<file path="src/rtl/exc_pkg.sv">
package exc_pkg;
  // Status word field positions; the handler code relies on them.
  localparam int SR_MD       = 30;
  localparam int SR_RB       = 29;
  localparam int SR_BL       = 28;
  localparam int SR_FD       = 15;
  localparam int SR_IMASK_LO = 4;

  // Event code values.
  localparam int unsigned CODE_RESET   = 'h000;
  localparam int unsigned CODE_EXEMPT  = 'h1E0;
  localparam int unsigned CODE_TRAP    = 'h160;

  localparam int N_RESET_CLASS = 3;
  localparam int unsigned RESET_CLASS [N_RESET_CLASS] = '{'h000, 'h020, 'h140};

  localparam int N_MISS_CLASS = 2;
  localparam int unsigned MISS_CLASS [N_MISS_CLASS] = '{'h040, 'h060};

  typedef enum logic [1:0] {
    ENT_NONE = 2'd0,
    ENT_EXC  = 2'd1,
    ENT_IRQ  = 2'd2
  } entry_kind_e;
endpackage

</file>
<file path="src/rtl/exc_arbiter.sv">
module exc_arbiter
  import exc_pkg::*;
#(
  parameter int CODE_W = 12
) (
  input  logic              exc_valid,
  input  logic [CODE_W-1:0] exc_code,
  input  logic              irq_req,
  input  logic              halt_wake,
  input  logic              intc_vec_valid,
  input  logic              blocked,
  output entry_kind_e       kind,
  output logic [CODE_W-1:0] eff_code
);
  localparam logic [CODE_W-1:0] EXEMPT = CODE_W'(CODE_EXEMPT);
  localparam logic [CODE_W-1:0] RST    = CODE_W'(CODE_RESET);

  logic irq_ok;

  always_comb begin
    // While blocked, exceptions escalate to reset (one code exempt).
    eff_code = (blocked && exc_code != EXEMPT) ? RST : exc_code;
    // Interrupts only when no exception, not blocked (or halt wake), unmasked.
    irq_ok   = !exc_valid && irq_req && (!blocked || halt_wake) && intc_vec_valid;
    if (exc_valid)   kind = ENT_EXC;
    else if (irq_ok) kind = ENT_IRQ;
    else             kind = ENT_NONE;
  end
endmodule

</file>
<file path="src/rtl/exc_vector.sv">
module exc_vector
  import exc_pkg::*;
#(
  parameter int          XLEN     = 32,
  parameter int          CODE_W   = 12,
  parameter int          MASK_W   = 4,
  parameter logic [31:0] RESET_PC = 32'hA000_0000,
  parameter logic [31:0] MISS_OFF = 32'h0000_0400,
  parameter logic [31:0] GEN_OFF  = 32'h0000_0100,
  parameter logic [31:0] IRQ_OFF  = 32'h0000_0600
) (
  input  entry_kind_e       kind,
  input  logic [CODE_W-1:0] code,
  input  logic [XLEN-1:0]   sr,
  input  logic [XLEN-1:0]   pc,
  input  logic [XLEN-1:0]   vbr,
  input  logic              in_dslot,
  output logic [XLEN-1:0]   target_pc,
  output logic [XLEN-1:0]   entry_sr,
  output logic [XLEN-1:0]   saved_pc
);
  localparam logic [XLEN-1:0] PC_STEP = XLEN'(2);

  logic [N_RESET_CLASS-1:0] rst_hit;
  logic [N_MISS_CLASS-1:0]  miss_hit;
  logic is_reset, is_miss, is_trap;

  for (genvar i = 0; i < N_RESET_CLASS; i++) begin : g_rst
    assign rst_hit[i] = (code == CODE_W'(RESET_CLASS[i]));
  end
  for (genvar j = 0; j < N_MISS_CLASS; j++) begin : g_miss
    assign miss_hit[j] = (code == CODE_W'(MISS_CLASS[j]));
  end

  assign is_reset = |rst_hit;
  assign is_miss  = |miss_hit;
  assign is_trap  = (code == CODE_W'(CODE_TRAP));

  always_comb begin
    entry_sr = sr;
    entry_sr[SR_MD] = 1'b1;
    entry_sr[SR_RB] = 1'b1;
    entry_sr[SR_BL] = 1'b1;

    saved_pc = in_dslot ? (pc - PC_STEP) : pc;

    if (kind == ENT_IRQ) begin
      target_pc = vbr + XLEN'(IRQ_OFF);
    end else if (is_reset) begin
      entry_sr[SR_FD] = 1'b0;
      entry_sr[SR_IMASK_LO +: MASK_W] = '1;
      target_pc = XLEN'(RESET_PC);
    end else if (is_miss) begin
      target_pc = vbr + XLEN'(MISS_OFF);
    end else begin
      target_pc = vbr + XLEN'(GEN_OFF);
      if (is_trap) saved_pc = saved_pc + PC_STEP;
    end
  end
endmodule

</file>
<file path="src/rtl/exc_entry_seq.sv">
module exc_entry_seq
  import exc_pkg::*;
#(
  parameter int          XLEN     = 32,
  parameter int          CODE_W   = 12,
  parameter int          MASK_W   = 4,
  parameter logic [31:0] RESET_PC = 32'hA000_0000,
  parameter logic [31:0] MISS_OFF = 32'h0000_0400,
  parameter logic [31:0] GEN_OFF  = 32'h0000_0100,
  parameter logic [31:0] IRQ_OFF  = 32'h0000_0600
) (
  input  logic              clk,
  input  logic              rst_n,
  input  logic              take_event,
  input  logic              exc_valid,
  input  logic [CODE_W-1:0] exc_code,
  input  logic              irq_req,
  input  logic              halt_wake,
  input  logic              intc_vec_valid,
  input  logic [CODE_W-1:0] intc_vec,
  output logic [MASK_W-1:0] intc_level,
  input  logic [XLEN-1:0]   sr_in,
  input  logic [XLEN-1:0]   pc_in,
  input  logic [XLEN-1:0]   r15_in,
  input  logic [XLEN-1:0]   vbr_in,
  input  logic              dslot,
  input  logic              dslot_cond,
  output logic [XLEN-1:0]   pc_out,
  output logic [XLEN-1:0]   sr_out,
  output logic [XLEN-1:0]   ssr,
  output logic [XLEN-1:0]   spc,
  output logic [XLEN-1:0]   sgr,
  output logic [CODE_W-1:0] expevt,
  output logic [CODE_W-1:0] intevt,
  output logic              handler_entered,
  output logic              clr_dslot
);
  localparam logic [XLEN-1:0] SR_RESET_VAL =
    (XLEN'(1) << SR_MD) | (XLEN'(1) << SR_RB) | (XLEN'(1) << SR_BL) |
    (XLEN'((1 << MASK_W) - 1) << SR_IMASK_LO);

  entry_kind_e       kind;
  logic [CODE_W-1:0] eff_code;
  logic [XLEN-1:0]   nxt_pc, nxt_sr, nxt_spc;
  logic              in_dslot, fire;

  assign intc_level = sr_in[SR_IMASK_LO +: MASK_W];
  assign in_dslot   = dslot | dslot_cond;
  assign fire       = take_event && (kind != ENT_NONE);

  exc_arbiter #(.CODE_W(CODE_W)) u_arb (
    .exc_valid      (exc_valid),
    .exc_code       (exc_code),
    .irq_req        (irq_req),
    .halt_wake      (halt_wake),
    .intc_vec_valid (intc_vec_valid),
    .blocked        (sr_in[SR_BL]),
    .kind           (kind),
    .eff_code       (eff_code)
  );

  exc_vector #(
    .XLEN(XLEN), .CODE_W(CODE_W), .MASK_W(MASK_W), .RESET_PC(RESET_PC),
    .MISS_OFF(MISS_OFF), .GEN_OFF(GEN_OFF), .IRQ_OFF(IRQ_OFF)
  ) u_vec (
    .kind      (kind),
    .code      (eff_code),
    .sr        (sr_in),
    .pc        (pc_in),
    .vbr       (vbr_in),
    .in_dslot  (in_dslot),
    .target_pc (nxt_pc),
    .entry_sr  (nxt_sr),
    .saved_pc  (nxt_spc)
  );

  always_ff @(posedge clk or negedge rst_n) begin
    if (!rst_n) begin
      pc_out          <= XLEN'(RESET_PC);
      sr_out          <= SR_RESET_VAL;
      ssr             <= '0;
      spc             <= '0;
      sgr             <= '0;
      expevt          <= '0;
      intevt          <= '0;
      handler_entered <= 1'b0;
      clr_dslot       <= 1'b0;
    end else begin
      handler_entered <= fire;
      clr_dslot       <= fire && in_dslot;
      if (fire) begin
        pc_out <= nxt_pc;
        sr_out <= nxt_sr;
        ssr    <= sr_in;
        spc    <= nxt_spc;
        sgr    <= r15_in;
        if (kind == ENT_EXC) expevt <= eff_code;
        else                 intevt <= intc_vec;
      end
    end
  end
endmodule

</file>
<file path="config.mk">
export PLATFORM = sky130hd
export DESIGN_NAME = exc_entry_seq
export DESIGN_NICKNAME = d
export VERILOG_FILES = /design/src/rtl/exc_pkg.sv /design/src/rtl/exc_arbiter.sv /design/src/rtl/exc_vector.sv /design/src/rtl/exc_entry_seq.sv
export SDC_FILE = /design/constraint.sdc
export NUM_CORES = 1
export LEC_CHECK = 0
export BUFFER_PORTS_ARGS = -buffer_cell sky130_fd_sc_hd__buf_2
export CAP_MARGIN = 20
export CORE_MARGIN = 2
export CORE_UTILIZATION = 52
export DETAILED_ROUTE_END_ITERATION = 10
export GPL_ROUTABILITY_DRIVEN = 0
export PLACE_DENSITY = 0.85
export SLEW_MARGIN = 20
export SYNTH_ARGS = -nofsm -noshare
export SYNTH_HDL_FRONTEND = slang
export SYNTH_HIERARCHICAL = 1
export SYNTH_SLANG_ARGS = --single-unit
</file>
<file path="constraint.sdc">
create_clock -name clk -period 0.8 [get_ports clk]
set_input_delay 0.04 -clock clk [delete_from_list [all_inputs] [get_ports clk]]
set_output_delay 0.04 -clock clk [all_outputs]
set_load 0.05 [all_outputs]
</file>
==> run metrics, run 1 <==
IO Pins=351; Congestion Overflow GR=885; clock sinks=186; Rows=just over 50; Err=[ERROR GRT-0232] Routing congestion too high. Check the congestion heatmap in the GUI.; Num CTS Buffers=17; PortBufs=between 300 and 400; Overall Global Routing Usage=0.918; DP HPWL=23300 um; Post-Syn Area=10400 um^2; outcome=aborted with a tool error; Crit. endpoint post-GRT repair=spc[22]$_DFFE_PN0P_/D; Synth area leaders=dfrtp_1, mux2_4, mux2_2; DIE WIDTH=146 um; ys flop type=dfrtp_1; clk buf depth=2; Post-Syn Area per Cell=12.1 um^2; CTS H-tree depth=4; yosys warns=6; Seq/Total Area, Yosys=0.447; Worst EP kind=register input; number of synthesized register bits=about 190; Yosys top cell by area=dfrtp_1; Post-synth ARST share=1.00; dpl cell area=13900 um^2; Yosys cell types=79; Cells after Synth=862; Initial Util=0.533; largest net degree at the start of global routing=39; CTS root buf=clkbuf_16; share of the synthesized area in the top cell type=0.424; Die Height=146 um; Stop stage=global routing (5_1_grt); EDFF count, synth=0
==> per-stage QoR <==
stage,cells,setup WS [ns]
4_1_cts,1754,-1.75
3_5_place_dp,1588,-2.25
3_3_place_gp,1588,-2.17
2_1_floorplan,864,-1.97
==> synthesized netlist by cell type, drive strengths merged, types with 4 or more instances <==
library cell  count
xor2             30
or4               7
mux2            185
ha                7
or3               5
inv              11
o21a              4
nand3b            4
dfstp             9
nand3            14
dfrtp           177
xnor2            27
a21oi            20
nor2             48
clkbuf           13
a31oi            10
mux2i             4
nor2b            21
or2               9
and2              7
nand2            36
nor3             20
o21ai            25
nor4             18
o22ai             7
nor4b             4
nand4            24
buf              64
o31ai             4
==> metal layers <==
metal / overflow / global-route usage
met5: 0 / 0.214
met1: 3 / 0.866
met3: 4 / 0.746
met4: 302 / 1.07
met2: 576 / 1.11
==> cell families after synthesis <==
family | share of synthesized area
AOI/OAI and AO/OA | 0.0643
xor gates and xnor gates | 0.0503
other | 0.000359
buffers and inverters | 0.0595
DFF | 0.447
and+or+nand+nor | 0.138
adders and majority gates | 0.00839
muxes | 0.232
==> repair_timing <==
action                     CTS
setup endpoints to repair  372
cloned                      15
resized for setup          168
hold endpoints to repair   297
hold buffers                83
buffers inserted            39
pin swaps                   56
==> inputs of run 2 (changes only) <==
--- a/config.mk
+++ b/config.mk
@@ -8,10 +8,10 @@
 export BUFFER_PORTS_ARGS = -buffer_cell sky130_fd_sc_hd__buf_2
 export CAP_MARGIN = 20
 export CORE_MARGIN = 2
-export CORE_UTILIZATION = 52
+export CORE_UTILIZATION = 40
 export DETAILED_ROUTE_END_ITERATION = 10
 export GPL_ROUTABILITY_DRIVEN = 0
-export PLACE_DENSITY = 0.85
+export PLACE_DENSITY_LB_ADDON = 0.15
 export SLEW_MARGIN = 20
 export SYNTH_ARGS = -nofsm -noshare
 export SYNTH_HDL_FRONTEND = slang
==> run 2 against run 1 <==
Against the previous run: the flow now finishes, with violations (negative hold slack, negative setup slack); area after synthesis stayed put; synthesized cell count stayed put.
==> run metrics, run 2 <==
Die Height=166 um; Yosys cell types=79; Worst Max-Slew Pin Slew=0.719 ns; setup TNS=-227.36 ns; clock transition at the registers of the reported paths=about 0.070 ns; Data required, critical path=roughly 1.1 ns; Overall Global Routing Usage=0.254; MaxCap Viol Count=0; PD cells=2000 nW/um^2; layout net count=1785; CP max FO=5; first-pass GRT wire length=around 54000 um; outcome=finished with violations; DP HPWL=22600 um; Hold-fix buffers, CTS=86; DIE WIDTH=around 170 um; CTS root buf=clkbuf_16; most frequent cells after synthesis=dfrtp_1, mux2_2, mux2_4, nor2_1, nand2_1; Synth area leaders=dfrtp_1, mux2_4, mux2_2; footprint of the multi-input gates=6050 um^2; Setup CP Type=input port to register; PortBufs=between 300 and 400; RSZ-0062 raised after global routing=true; Static Leak=around 9.1 nW; commonest non-fill, non-tap cell in the layout=buf_4; Initial Util=0.404; largest net degree at the start of global routing=41; clk buf depth=2; Die ar.=27400 um^2; Hold Vio Cnt, Final=3; worst rel slew slack=0.520; worst hold slack=-0.0306 ns; vias in the first global route=10100; VDD IR max=approximately 1.7 mV; Reg area=4670 um^2; final setup fails=~370; Post-Syn Area=10400 um^2; Layout area overhead=83.0%; post-route ant nets=0; clk_lat worst skew=0.43 ns; Num CTS Buffers=17; Final WS setup=-1.75 ns; drt first pass iters=5; Place WS=-2.20 ns; CTS tree=yes; most frequent cell after synthesis=dfrtp_1; vias=9838; IO Pins=~350; CP arrival=about 2.9 ns; clock sinks=between 150 and 200; Seq/Total Area, Yosys=0.447; Congestion Overflow GR=0; initial antenna violation count=4; period utilisation layout=3.19; drt wl/cell=19.0 um; Worst Hold Class=input port to register; share of the synthesized area in the top cell type=0.424; startpoint types=input port; Tmin final=2.55 ns; ys flop type=dfrtp_1; Post-Syn Area per Cell=12.1 um^2; fin. max-slew vios=0; fmax=0.391 GHz; final WL=37300 um; Design Power=38.2 mW; CTS H-tree depth=4; crit end category=register; drt initial violations=598; Yosys top cell by area=dfrtp_1; mean number of vias per cell=about 5; commonest cells after routing, fill and taps aside=buf_4, buf_6, dfrtp_1; EDFF count, synth=0; number of synthesized register bits=about 190; skew final=0 ns; Rows=59; core area=25800 um^2; yosys warns=6; # fillers=1676; layout cells sized above 1=0.655; DR DRC count=0; failing checks=negative hold slack, negative setup slack; Post-synth ARST share=1.00; Cells after Synth=862
-- run 2: cell counts after synthesis --
Identical to the previous run, type by type.
-- run 2: final cells by class --
class                      count  share of cell area
clock buffer                  18              0.0224
sequential                   186               0.244
antenna                        3            0.000393
multi-input combinational    590               0.316
tap                          335              0.0219
timing repair buffer         811               0.383
clock inverter                14             0.00910
inverter                      11             0.00216
-- run 2: per-layer routing --
metal,vias up,global-route usage,wire length [um],share of wire
met5,-,0,12,0.00032
met4,2,0.0866,1100,0.030
met3,76,0.0584,2290,0.061
met2,339,0.459,19500,0.52
met1,4831,0.295,14400,0.39
li1,4590,-,-,-
-- run 2: critical path: stages --
cell and delay (ns):
buf_6 0.09, or4b_4 0.58, o41ai_4 0.41, nand4_1 0.26
or3b_4 0.44, o21bai_4 0.22, nor4_4 0.25, nand4_1 0.15
xor2_1 0.16, mux2_4 0.25
-- run 2: power by group --
group	total [mW]	internal [mW]	switching (mW)
Sequential	12.3	11.0	1.28
Clock	8.76	4.26	4.50
Combinational	17.1	7.99	9.13
Total	38.2	23.3	14.9
-- run 2: repair_timing --
action | in CTS | in global routing
endpoints found under the setup margin | 372 | 372
resized for setup | 524 | 71
buffers inserted | 111 | 71
cloned | 10 | 2
pin swaps | 47 | 33
endpoints found under the hold margin | 299 | 3
-- run 2: logic make-up (layout without fill, tap and decap cells) --
family                     after synthesis  after routing  synth area share
and+or+nand+nor                        233            233             0.138
muxes                                  189            189             0.232
DFF                                    186            186             0.447
AOI/OAI and AO/OA                      101            101            0.0643
buffers and inverters                   88            854            0.0595
xor gates and xnor gates                57             57            0.0503
adders and majority gates                7              7           0.00839
other                                    1              6          0.000359
-- run 2: path summary, 6_finish.rpt --
path	start	endpoint	cells after the start	slack, ns
min in group asynchronous	rst_n	ssr[30]	2	0.06
worst max register to register	sr_out[10]	sr_out[10]	3	-0.25
max in group asynchronous	rst_n	pc_out[29]	3	0.20
worst min register to register	intevt[11]	intevt[11]	1	0.53
worst min-delay path	sr_in[6]	sr_out[6]	3	-0.03
worst max-delay path	exc_code[0]	spc[29]	10	-1.75
-- run 2: metrics by stage --
step	std cells	util	cell area, um^2
2_1_floorplan	864	-	10900
3_3_place_gp	1676	0.549	14200
3_5_place_dp	1676	0.549	14200
4_1_cts	1910	0.718	18600
5_1_grt	1967	0.740	19100
6_report	1968	0.740	19100
Note: power is estimated with default switching activity, not from simulation.
